==> src/rtl/shared_ram_arbiter.sv <==
module shared_ram_arbiter #(
  parameter int AW         = 7,
  parameter int DW         = 8,
  parameter int NREG       = 40,
  parameter int CHANS      = 8,
  parameter int FIFO_DEPTH = 4,
  parameter int FIFO_BASE  = 96,
  parameter int WCW        = 16
) (
  input  logic                     clk,
  input  logic                     rst_n,
  input  logic                     h_sel,
  input  logic                     h_wr,
  input  logic [AW-1:0]            h_addr,
  input  logic [DW-1:0]            h_wdata,
  output logic [DW-1:0]            h_rdata,
  output logic                     h_rvalid,
  input  logic                     p_req,
  input  logic                     p_wr,
  input  logic [AW-1:0]            p_addr,
  input  logic [DW-1:0]            p_wdata,
  output logic                     p_gnt,
  output logic [DW-1:0]            p_rdata,
  output logic                     p_rvalid,
  input  logic                     svc_active,
  input  logic [$clog2(CHANS)-1:0] svc_chan,
  input  logic [WCW-1:0]           win_len,
  output logic [WCW-1:0]           steal_cnt,
  output logic                     win_done,
  output logic                     duty_hi
);
  localparam int DEPTH    = 1 << AW;
  localparam int WIN_ADDR = NREG;
  localparam int OW       = $clog2(FIFO_DEPTH);

  logic [DW-1:0]  mem [DEPTH];
  logic [DW-1:0]  rd_q;
  logic           h_rv, h_zero, p_rv, svc_q;
  logic [OW-1:0]  off, off_eff;
  logic [WCW-1:0] win_cyc, steal_run, steal_total;
  logic [AW-1:0]  fifo_addr, bus_addr;
  logic [DW-1:0]  bus_wd;
  logic           h_direct, h_window, win_ok, h_hit, svc_rise, bus_we, win_end;
  logic [WCW+3:0] share_x10;

  assign h_direct  = h_addr < AW'(NREG);
  assign h_window  = h_addr == AW'(WIN_ADDR);
  assign win_ok    = h_window && svc_active;
  assign h_hit     = h_direct || win_ok;
  assign svc_rise  = svc_active && !svc_q;
  assign off_eff   = svc_rise ? '0 : off;
  assign fifo_addr = AW'(FIFO_BASE + FIFO_DEPTH * int'(svc_chan) + int'(off_eff));

  assign p_gnt    = p_req && !h_sel;
  assign bus_addr = h_sel ? (h_window ? fifo_addr : h_addr) : p_addr;
  assign bus_we   = h_sel ? (h_wr && h_hit) : (p_gnt && p_wr);
  assign bus_wd   = h_sel ? h_wdata : p_wdata;

  always_ff @(posedge clk) begin
    if (bus_we) mem[bus_addr] <= bus_wd;
    rd_q <= mem[bus_addr];
  end

  assign h_rvalid = h_rv;
  assign h_rdata  = (h_rv && !h_zero) ? rd_q : '0;
  assign p_rvalid = p_rv;
  assign p_rdata  = p_rv ? rd_q : '0;

  always_ff @(posedge clk or negedge rst_n) begin
    if (!rst_n) begin
      h_rv   <= 1'b0;
      h_zero <= 1'b0;
      p_rv   <= 1'b0;
      svc_q  <= 1'b0;
      off    <= '0;
    end else begin
      h_rv   <= h_sel && !h_wr;
      h_zero <= !h_hit;
      p_rv   <= p_gnt && !p_wr;
      svc_q  <= svc_active;
      if (h_sel && win_ok) off <= off_eff + OW'(1);
      else if (svc_rise)   off <= '0;
    end
  end

  assign steal_total = steal_run + WCW'(h_sel);
  assign win_end     = ({1'b0, win_cyc} + (WCW+1)'(1)) >= {1'b0, win_len};
  assign share_x10   = (WCW+4)'(steal_total) * (WCW+4)'(10);

  always_ff @(posedge clk or negedge rst_n) begin
    if (!rst_n) begin
      win_cyc   <= '0;
      steal_run <= '0;
      steal_cnt <= '0;
      win_done  <= 1'b0;
      duty_hi   <= 1'b0;
    end else begin
      win_done <= win_end;
      if (win_end) begin
        win_cyc   <= '0;
        steal_run <= '0;
        steal_cnt <= steal_total;
        duty_hi   <= share_x10 > (WCW+4)'(win_len);
      end else begin
        win_cyc   <= win_cyc + WCW'(1);
        steal_run <= steal_total;
      end
    end
  end

  // a stolen cycle never yields processor read data
  a_r3_host_excludes_proc: assert property (@(posedge clk) disable iff (!rst_n)
    h_sel |=> !p_rvalid);

  // a granted processor read returns data next cycle, host silent
  a_r4_proc_read_valid: assert property (@(posedge clk) disable iff (!rst_n)
    (p_gnt && !p_wr) |=> (p_rvalid && !h_rvalid));

  // private addresses read as zero
  a_r5_private_zero: assert property (@(posedge clk) disable iff (!rst_n)
    (h_sel && !h_wr && !h_direct && !h_window) |=> (h_rvalid && h_rdata == '0));

  // window with no service reads zero
  a_r8_idle_window_zero: assert property (@(posedge clk) disable iff (!rst_n)
    (h_sel && !h_wr && h_window && !svc_active) |=> (h_rdata == '0));

  // offset restarts when service begins
  a_r6_ptr_restart: assert property (@(posedge clk) disable iff (!rst_n)
    ($rose(svc_active) && !(h_sel && h_window)) |=> (off == '0));

  // stolen tally cannot outrun elapsed cycles
  a_r9_tally_bound: assert property (@(posedge clk) disable iff (!rst_n)
    steal_run <= win_cyc);
endmodule

==> config.mk <==
export PLATFORM = sky130hd
export DESIGN_NAME = shared_ram_arbiter
export DESIGN_NICKNAME = d
export VERILOG_FILES = /design/src/rtl/shared_ram_arbiter.sv
export SDC_FILE = /design/constraint.sdc
export NUM_CORES = 1
export LEC_CHECK = 0
export ABC_CLOCK_PERIOD_IN_PS = 6700
export BUFFER_PORTS_ARGS = -buffer_cell sky130_fd_sc_hd__clkbuf_2
export CAP_MARGIN = 20
export CORE_UTILIZATION = 50
export CTS_BUF_LIST = sky130_fd_sc_hd__clkbuf_8
export DETAILED_ROUTE_END_ITERATION = 12
export PLACE_DENSITY = 0.66
export SYNTH_ARGS = -nofsm -noshare
export SYNTH_HDL_FRONTEND = slang
export SYNTH_SLANG_ARGS = --single-unit
==> constraint.sdc <==
create_clock -name clk -period 6.7 [get_ports clk]
set_input_delay 1.34 -clock clk [delete_from_list [all_inputs] [get_ports clk]]
set_output_delay 1.34 -clock clk [all_outputs]
set_load 0.03 [all_outputs]
## Word-level counts from Yosys, hierarchy flattened

Memories as Yosys holds them, arrays and structs flattened. A register that Yosys moved wholly into a read port is not among the register bits.
Cells that the tools add are included.

| cells by class | value |
|---|---|
| equal/unequal tests | 1 |
| multiplexer cells | 12 |
| $mul | 1 |
| magnitude comparators | 3 |
| reductions and logical operators | 16 |
| add/subtract/negate cells | 6 |

Operator list:

| operator | count |
|---|---|
| $mux W16 | 2 |
| $mux W8 | 3 |
| $gt A20 B16 Y1 | 1 |
| $mul A16 B3 Y19 const B | 1 |
| $add A16 B1 Y17 const B | 1 |
| $ge A17 B16 Y1 | 1 |
| $add A16 B1 Y16 | 1 |
| $add A16 B1 Y16 const B | 1 |
| $mux W7 | 2 |
| $logic_and A1 B1 Y1 | 9 |
| $add A7 B2 Y7 | 1 |
| $add A7 B5 Y7 const A | 1 |
| $eq A7 B6 Y1 const B | 1 |
| $lt A7 B6 Y1 const B | 1 |
| $logic_not A1 Y1 | 6 |
| $mux W2 | 2 |
| $mux W1 | 3 |
| $add A2 B1 Y2 const B | 1 |
| $logic_or A1 B1 Y1 | 1 |

| storage, ports and cells | value |
|---|---|
| bits in registers | 56 |
| logic and storage cells | 50 |
| memories kept | 1 |
| input bits | 56 |
| bits in writable memories | 1024 |
| output and inout port bits | 37 |

Memory list:

| name | words | bits a word | rd ports | clocked after memory_dff | write ports | RTL line | RTL |
|---|---|---|---|---|---|---|---|
| mem | 128 | 8 | 1 | 1 | 1 | 36 | `logic [DW-1:0] mem [DEPTH];` |

## Depth between registers and ports, before layout

Gate-level depths: netlist of run 1.

| logic depth | value |
|---|---|
| depth after elaboration | 7 |
| depth in mapped cells | 22 |
| mapped depth without buffers | 22 |

## Worst setup path before layout of run 1

OpenSTA, ideal clock, no wires.

| timing | value |
|---|---|
| path type | input-to-reg |
| start | input h_sel |
| end | register duty_hi |
| arrival time | 4849 ps |
| required time | 6574 ps |
| buffers on the path | 0 |
| library setup time | 126 ps |
| cell stages on the path | 19 |
| path slack | 1725 ps |
| cell sequence | ha_1 nand4_1 nor2_1 xnor2_1 inv_1 ha_1 ha_1 o21ai_0 o21a_1 nor3_1 a21oi_1 xnor2_1 ha_1 and4_1 nand4_1 or3_1 o21ai_0 o2111ai_1 o32a_1 |

| on the way | value |
|---|---|
| cells in the longest elaborated chain, start to end | 3 |

RTL lines:

| element | RTL line | RTL |
|---|---|---|
| from (decl) | 12 | `input logic h_sel,` |
| $add A16 B1 Y16 | 86 | `assign steal_total = steal_run + WCW'(h_sel);` |
| net steal_total[6] | 40 | `logic [WCW-1:0] win_cyc, steal_run, steal_total;` |
| $mul A16 B3 Y19 | 88 | `assign share_x10 = (WCW+4)'(steal_total) * (WCW+4)'(10);` |
| $gt A20 B16 Y1 | 103 | `duty_hi <= share_x10 > (WCW+4)'(win_len);` |
| to (signal assigned) | 103 |  |
| to (decl) | 30 | `output logic duty_hi` |

The timed path passes the listed nets, and every way through them passes these cells.
A chain may end at the register's enable or synchronous reset.

## Final worst setup path of run 1

Ends and elaborated chain as after synthesis.

==> metrics.csv, run 1 <==
metric,value,unit
critPathRequiredTime,7400,ps
synth.most_common_cell,edfxtp_1,
synthCells,2559,
start_kind,input port,
min_delay_path_depth,2,
hold_end,off[1],
rsz0062_at_grt,no,
r2r_slack,2090,ps
fmax,205,MHz
antenna_found_initial,2,
rows,106,
irDropWorstVdd,0.209,mV
synth_top_area_cell,edfxtp_1,
drv_cap,0,
die_w,292,µm
routed_wl,108000,µm
synth_area,0.0421,mm²
cts_buffers,169,
clk_latency,820,ps
synth_top_family_by_area,compound AO/OA/AOI/OAI gates,
synth-edff-count,1024,
cts_tree,built,
post-route-min-period,4880,ps
p_leak,15.3,nW
grt_max_degree,129,
dp_slack,995,ps
ctsRootBufferMaster,clkbuf_8,
async_flop_share,0.0515,
grt_pass1_vias,24600,
use_met1,0.369,
synth-seq-area-share,0.767,
yosys_warnings,0,
yosys-mux-area-fraction,0.00401,
cp.arrival,5580,ps
synth_top_cells_by_count,"edfxtp_1, a22oi_1, nor2_1",
synth-adder-area-share,0.0168,
cts_resized,0,
critPathMaxFanout,5,
netlist_top_cells_area,"edfxtp_1, a22oi_1, dfrtp_1",
dieArea,0.0854,mm²
io_pins,93,
clk_pin_slew_worst_paths,60,ps
gp_congestion,0.869,
top_usage_layer,met2,
syn-num-nets,2671,
ys_ff_latch,1088,
crit_type,in -> reg,
dr.pass1.iters,7,
syn2layout_area_growth,11.4,%
ctsHoldBuffers,0,
fillerInstances,6392,
syn_area_per_cell,16.5,µm²
final_antenna_net_count,0,
track_usage,0.253,
cts_sinks,1088,
grt_pass1_wl,159000,µm
drive_gt1_frac,0.136,
port_buffers,92,
detailed_place_hpwl,65700,µm
synth_xor_area_frac,0.00998,
setup_ws,1820,ps
fin_skew,43.1,ps
synth_top_area_share,0.730,
cts.path.max_buffers,3,
hp-class,reg -> reg,
drc,0,
setup_viol,0,
num_vias,25000,
tns,0,ps
synth_compound_area_frac,0.128,
reg2reg_to,duty_hi,
synth.distinct_cells,64,
status,"finished, final reports clean",
finalCritPeriodShare,0.729,
yosys.area_share.simple,0.0546,
die_h,292,µm
timing_hold_violations_final,0,
start_util,0.504,
multi_input_area,0.00910,mm²
grt_use_met3,0.0666,
viasPerCell,6.32,
post_cts_buffers,0,
first_iter_violations,2813,
nets,2853,
hold_start,svc_q,
tightestPinTransition,1120,ps
critPathCaptureType,flop,
regArea,0.0323,mm²
synth_ff_type,edfxtp_1,
max-slew-margin-rel,0.252,
timing.rr.start,steal_run[0],
power_density,302,mW/mm²
ff2ff_path_depth,20,
wl_per_cell,27.4,µm
ctsHtreeMaxLevel,4,
grt_overflow,0,
core,0.0836,mm²
maxSlewViolCount,0,
met2_usage,0.375,
-- kinds of logic (layout without fill, tap and decap cells) --
group	Yosys count	after routing
AND/OR/NAND/NOR	462	462
adder cells (fa/ha/maj)	56	56
multiplexers	15	15
XOR/XNOR	48	48
buffers and inverters	172	488
other	0	1
flip-flops	1088	1088
AO/OA/AOI/OAI	718	718
-- flip-flops by register name, indices dropped and copies added, names as in the netlist --
register   count
p_rvalid       1
win_cyc       16
steal_run     16
win_done       1
h_zero         1
h_rvalid       1
steal_cnt     16
svc_q          1
mem         1024
rd_q           8
off            2
duty_hi        1
-- layer usage --
metal | wire, µm | part of all wire
met1 | 44900 | 0.41
met2 | 48700 | 0.45
met3 | 12200 | 0.11
met4 | 2560 | 0.024
met5 | 13 | 0.00012
-- placed cells by master (no fill, tap or decap), types with 43 or more instances in the layout --
cell type  synthesis  routed
edfxtp_1        1024    1024
nand4_1           66      66
nand3_1           54      54
nor2_1           186     183
buf_4             13      54
a41oi_1           53      53
clkbuf_8           0     170
ha_1              55      55
a22oi_1          508     508
clkinv_1           0      43
clkbuf_2           0      91
nand2_1           58      58
dfrtp_1           56      56
a21oi_1           56      56
inv_1             28      94
-- worst max path at each step --
stage,startpoint,to,slack [ps]
6_report,h_sel,duty_hi,1820
5_1_grt,h_sel,duty_hi,1510
4_1_cts,h_sel,duty_hi,1880
3_5_place_dp,h_sel,duty_hi,990
3_3_place_gp,h_sel,duty_hi,1050
2_1_floorplan,h_sel,duty_hi,1720
-- stage by stage --
step	cells	hold WS, ps	area, µm²	power (mW)	util
2_1_floorplan	2559	441	42100	8.70	-
3_3_place_gp	3649	459	43900	9.19	0.525
3_5_place_dp	3650	489	43900	9.25	0.526
4_1_cts	3955	502	46900	14.2	0.562
5_1_grt	3956	527	46900	14.6	0.562
6_report	3956	498	46900	14.2	0.562
-- final cells by class --
type / count / share of cell area
Inverter: 28 / 0.00224
Clock inverter: 135 / 0.0144
Timing Repair Buffer: 155 / 0.0223
Tap cell: 1080 / 0.0288
Multi-Input combinational cell: 1299 / 0.194
Sequential cell: 1088 / 0.688
Clock buffer: 170 / 0.0499
Antenna cell: 1 / 0.0000533
-- worst max-delay path: stages --
cell       delay, ps
clkbuf_2         110
ha_1             240
nand2_1          120
nor2_1            60
xnor2_1          380
inv_1             80
ha_1             290
ha_1             360
o21ai_0          280
o21a_1           170
nor3_1            70
nand4_1          100
nand3_1          100
o41ai_1          630
xnor2_1          140
ha_1             320
a21oi_1          140
o21ai_0          100
o21ai_0          100
o2111ai_1        140
o32a_1           310
-- report_power, final --
| part | switching [mW] | internal [mW] | total (mW) |
|---|---|---|---|
| Combinational | 1.01 | 0.497 | 1.51 |
| Clock | 2.57 | 2.46 | 5.03 |
| Sequential | 0.0641 | 7.56 | 7.63 |
| Total | 3.64 | 10.5 | 14.2 |
Power figures use the tool's default switching activity.
==> run 2, diff against run 1 <==
Settings changed: ABC_CLOCK_PERIOD_IN_PS 6700 to 4800.
Clock period 6.7 ns to 4.8 ns, I/O delays scaled along.
==> run 2 against run 1 <==
Compared with the run above: routed wire length grew 1.7%; critical path type is now reg -> reg; hold slack lost 210 ps; cell count grew 5.2%; global-route usage grew 0.74 points.
==> metrics.csv, run 2 (same netlist as run 1, synthesis figures left out) <==
metric,value,unit
fin_skew,43.8,ps
tightestPinTransition,1130,ps
gp_congestion,0.882,
layout_common_cells,"edfxtp_1, a22oi_1, buf_4",
viasPerCell,6.20,
setup_ws,480,ps
ctsHtreeMaxLevel,4,
met2_usage,0.392,
track_usage,0.261,
crit_end,duty_hi,
io_pins,93,
core,0.0836,mm²
critPathLaunch,steal_run[0],
use_met1,0.364,
grt_max_degree,98,
clk_pin_slew_worst_paths,70,ps
grt_use_met3,0.0763,
fmax,231,MHz
ctsHoldBuffers,0,
num_vias,25800,
top_register,mem,
grt_overflow,0,
p_leak,16.4,nW
reg2reg_to,duty_hi,
dr.pass1.iters,6,
antenna_found_initial,5,
power,20.4,mW
final_antenna_net_count,0,
top_usage_layer,met2,
crit_type,reg -> reg,
hp-class,in -> reg,
critPathMaxFanout,2,
port_buffers,92,
cts_tree,built,
rows,106,
post_cts_buffers,0,
drc,0,
ff2ff_path_depth,22,
detailed_place_hpwl,69700,µm
max-slew-margin-rel,0.244,
nets,3048,
timing.rr.start,steal_run[0],
post-route-min-period,4320,ps
critPathCaptureType,flop,
maxSlewViolCount,0,
ctsRootBufferMaster,clkbuf_8,
dp_slack,-290,ps
grt_pass1_vias,26000,
cts_sinks,1088,
drive_gt1_frac,0.195,
grt_pass1_wl,163000,µm
finalCritPeriodShare,0.900,
first_iter_violations,3080,
critPathRequiredTime,5510,ps
rsz0062_at_grt,no,
start_kind,flop,
largest_reg_flops,1024,
die_w,292,µm
irDropWorstVdd,0.324,mV
timing_hold_violations_final,0,
routed_wl,110000,µm
syn2layout_area_growth,16.0,%
power_density,418,mW/mm²
cts_buffers,172,
die_h,292,µm
drv_cap,0,
status,"finished, final reports clean",
hold_start,p_wr,
r2r_slack,480,ps
start_util,0.504,
cp.arrival,5030,ps
clk_latency,840,ps
dieArea,0.0854,mm²
setup_viol,0,
layout_commonest_cell,edfxtp_1,
wl_per_cell,26.5,µm
cts.path.max_buffers,3,
[run 2: worst max-delay path, stage by stage (launching register included)]
cell and delay, ps:
dfrtp_1 380, ha_1 190, nand4_1 100, buf_4 120
xor2_1 180, buf_4 150, xor2_1 210, ha_1 280
a211oi_1 370, o21a_1 190, nor3_1 70, nand4_1 100
nand3_1 90, buf_4 140, o41ai_1 270, buf_4 180
xnor2_1 120, ha_1 260, a21oi_1 120, o21ai_0 90
o21ai_1 100, o2111ai_1 150, o32a_1 350
[run 2: how the worst min path moves through the flow]
stage,to,cells after the start,slack [ps]
2_1_floorplan,off[1],2,440
3_3_place_gp,off[1],2,460
3_5_place_dp,steal_cnt[11],1,500
4_1_cts,h_rvalid,2,230
5_1_grt,h_rvalid,2,250
6_report,p_rvalid,2,290
[run 2: routing by layer]
layer / vias up / share of wire
li1: 11200 / -
met1: 12800 / 0.40
met2: 1479 / 0.45
met3: 226 / 0.12
met4: 8 / 0.029
met5: - / 0.00052
[run 2: stage by stage]
stage                     setup TNS [ps]   util  hold slack (ps)  cells  area, µm²
after floorplan                        0      -              441   2559      42100
after global placement              -160  0.545              456   3841      45600
after detailed placement            -290  0.546              496   3842      45600
after CTS                              0  0.585              231   4159      48900
after global routing                   0  0.585              248   4160      48900
final                                  0  0.585              285   4162      48900
[run 2: power by group]
group | switching (mW) | internal, mW | total (mW)
sequential | 0.0974 | 10.6 | 10.7
clock | 3.71 | 3.75 | 7.46
combinational | 1.44 | 0.882 | 2.32
total | 5.25 | 15.2 | 20.4
[run 2: cell type report]
cell class / instances / area [µm²]
antenna: 3 / 7.51
clock buffer: 179 / 2460
clock inverter: 138 / 815
fill: 6326 / 34700
inverter: 28 / 105
multi-input combinational: 1299 / 9100
sequential: 1088 / 32300
tap: 1080 / 1350
timing repair buffer: 347 / 2720
[run 2: repair_timing]
action / 4_1_cts / 5_1_grt
gates resized for setup: 0 / 1
endpoints found under the setup margin: 0 / 1
endpoints found under the hold margin: 0 / 0
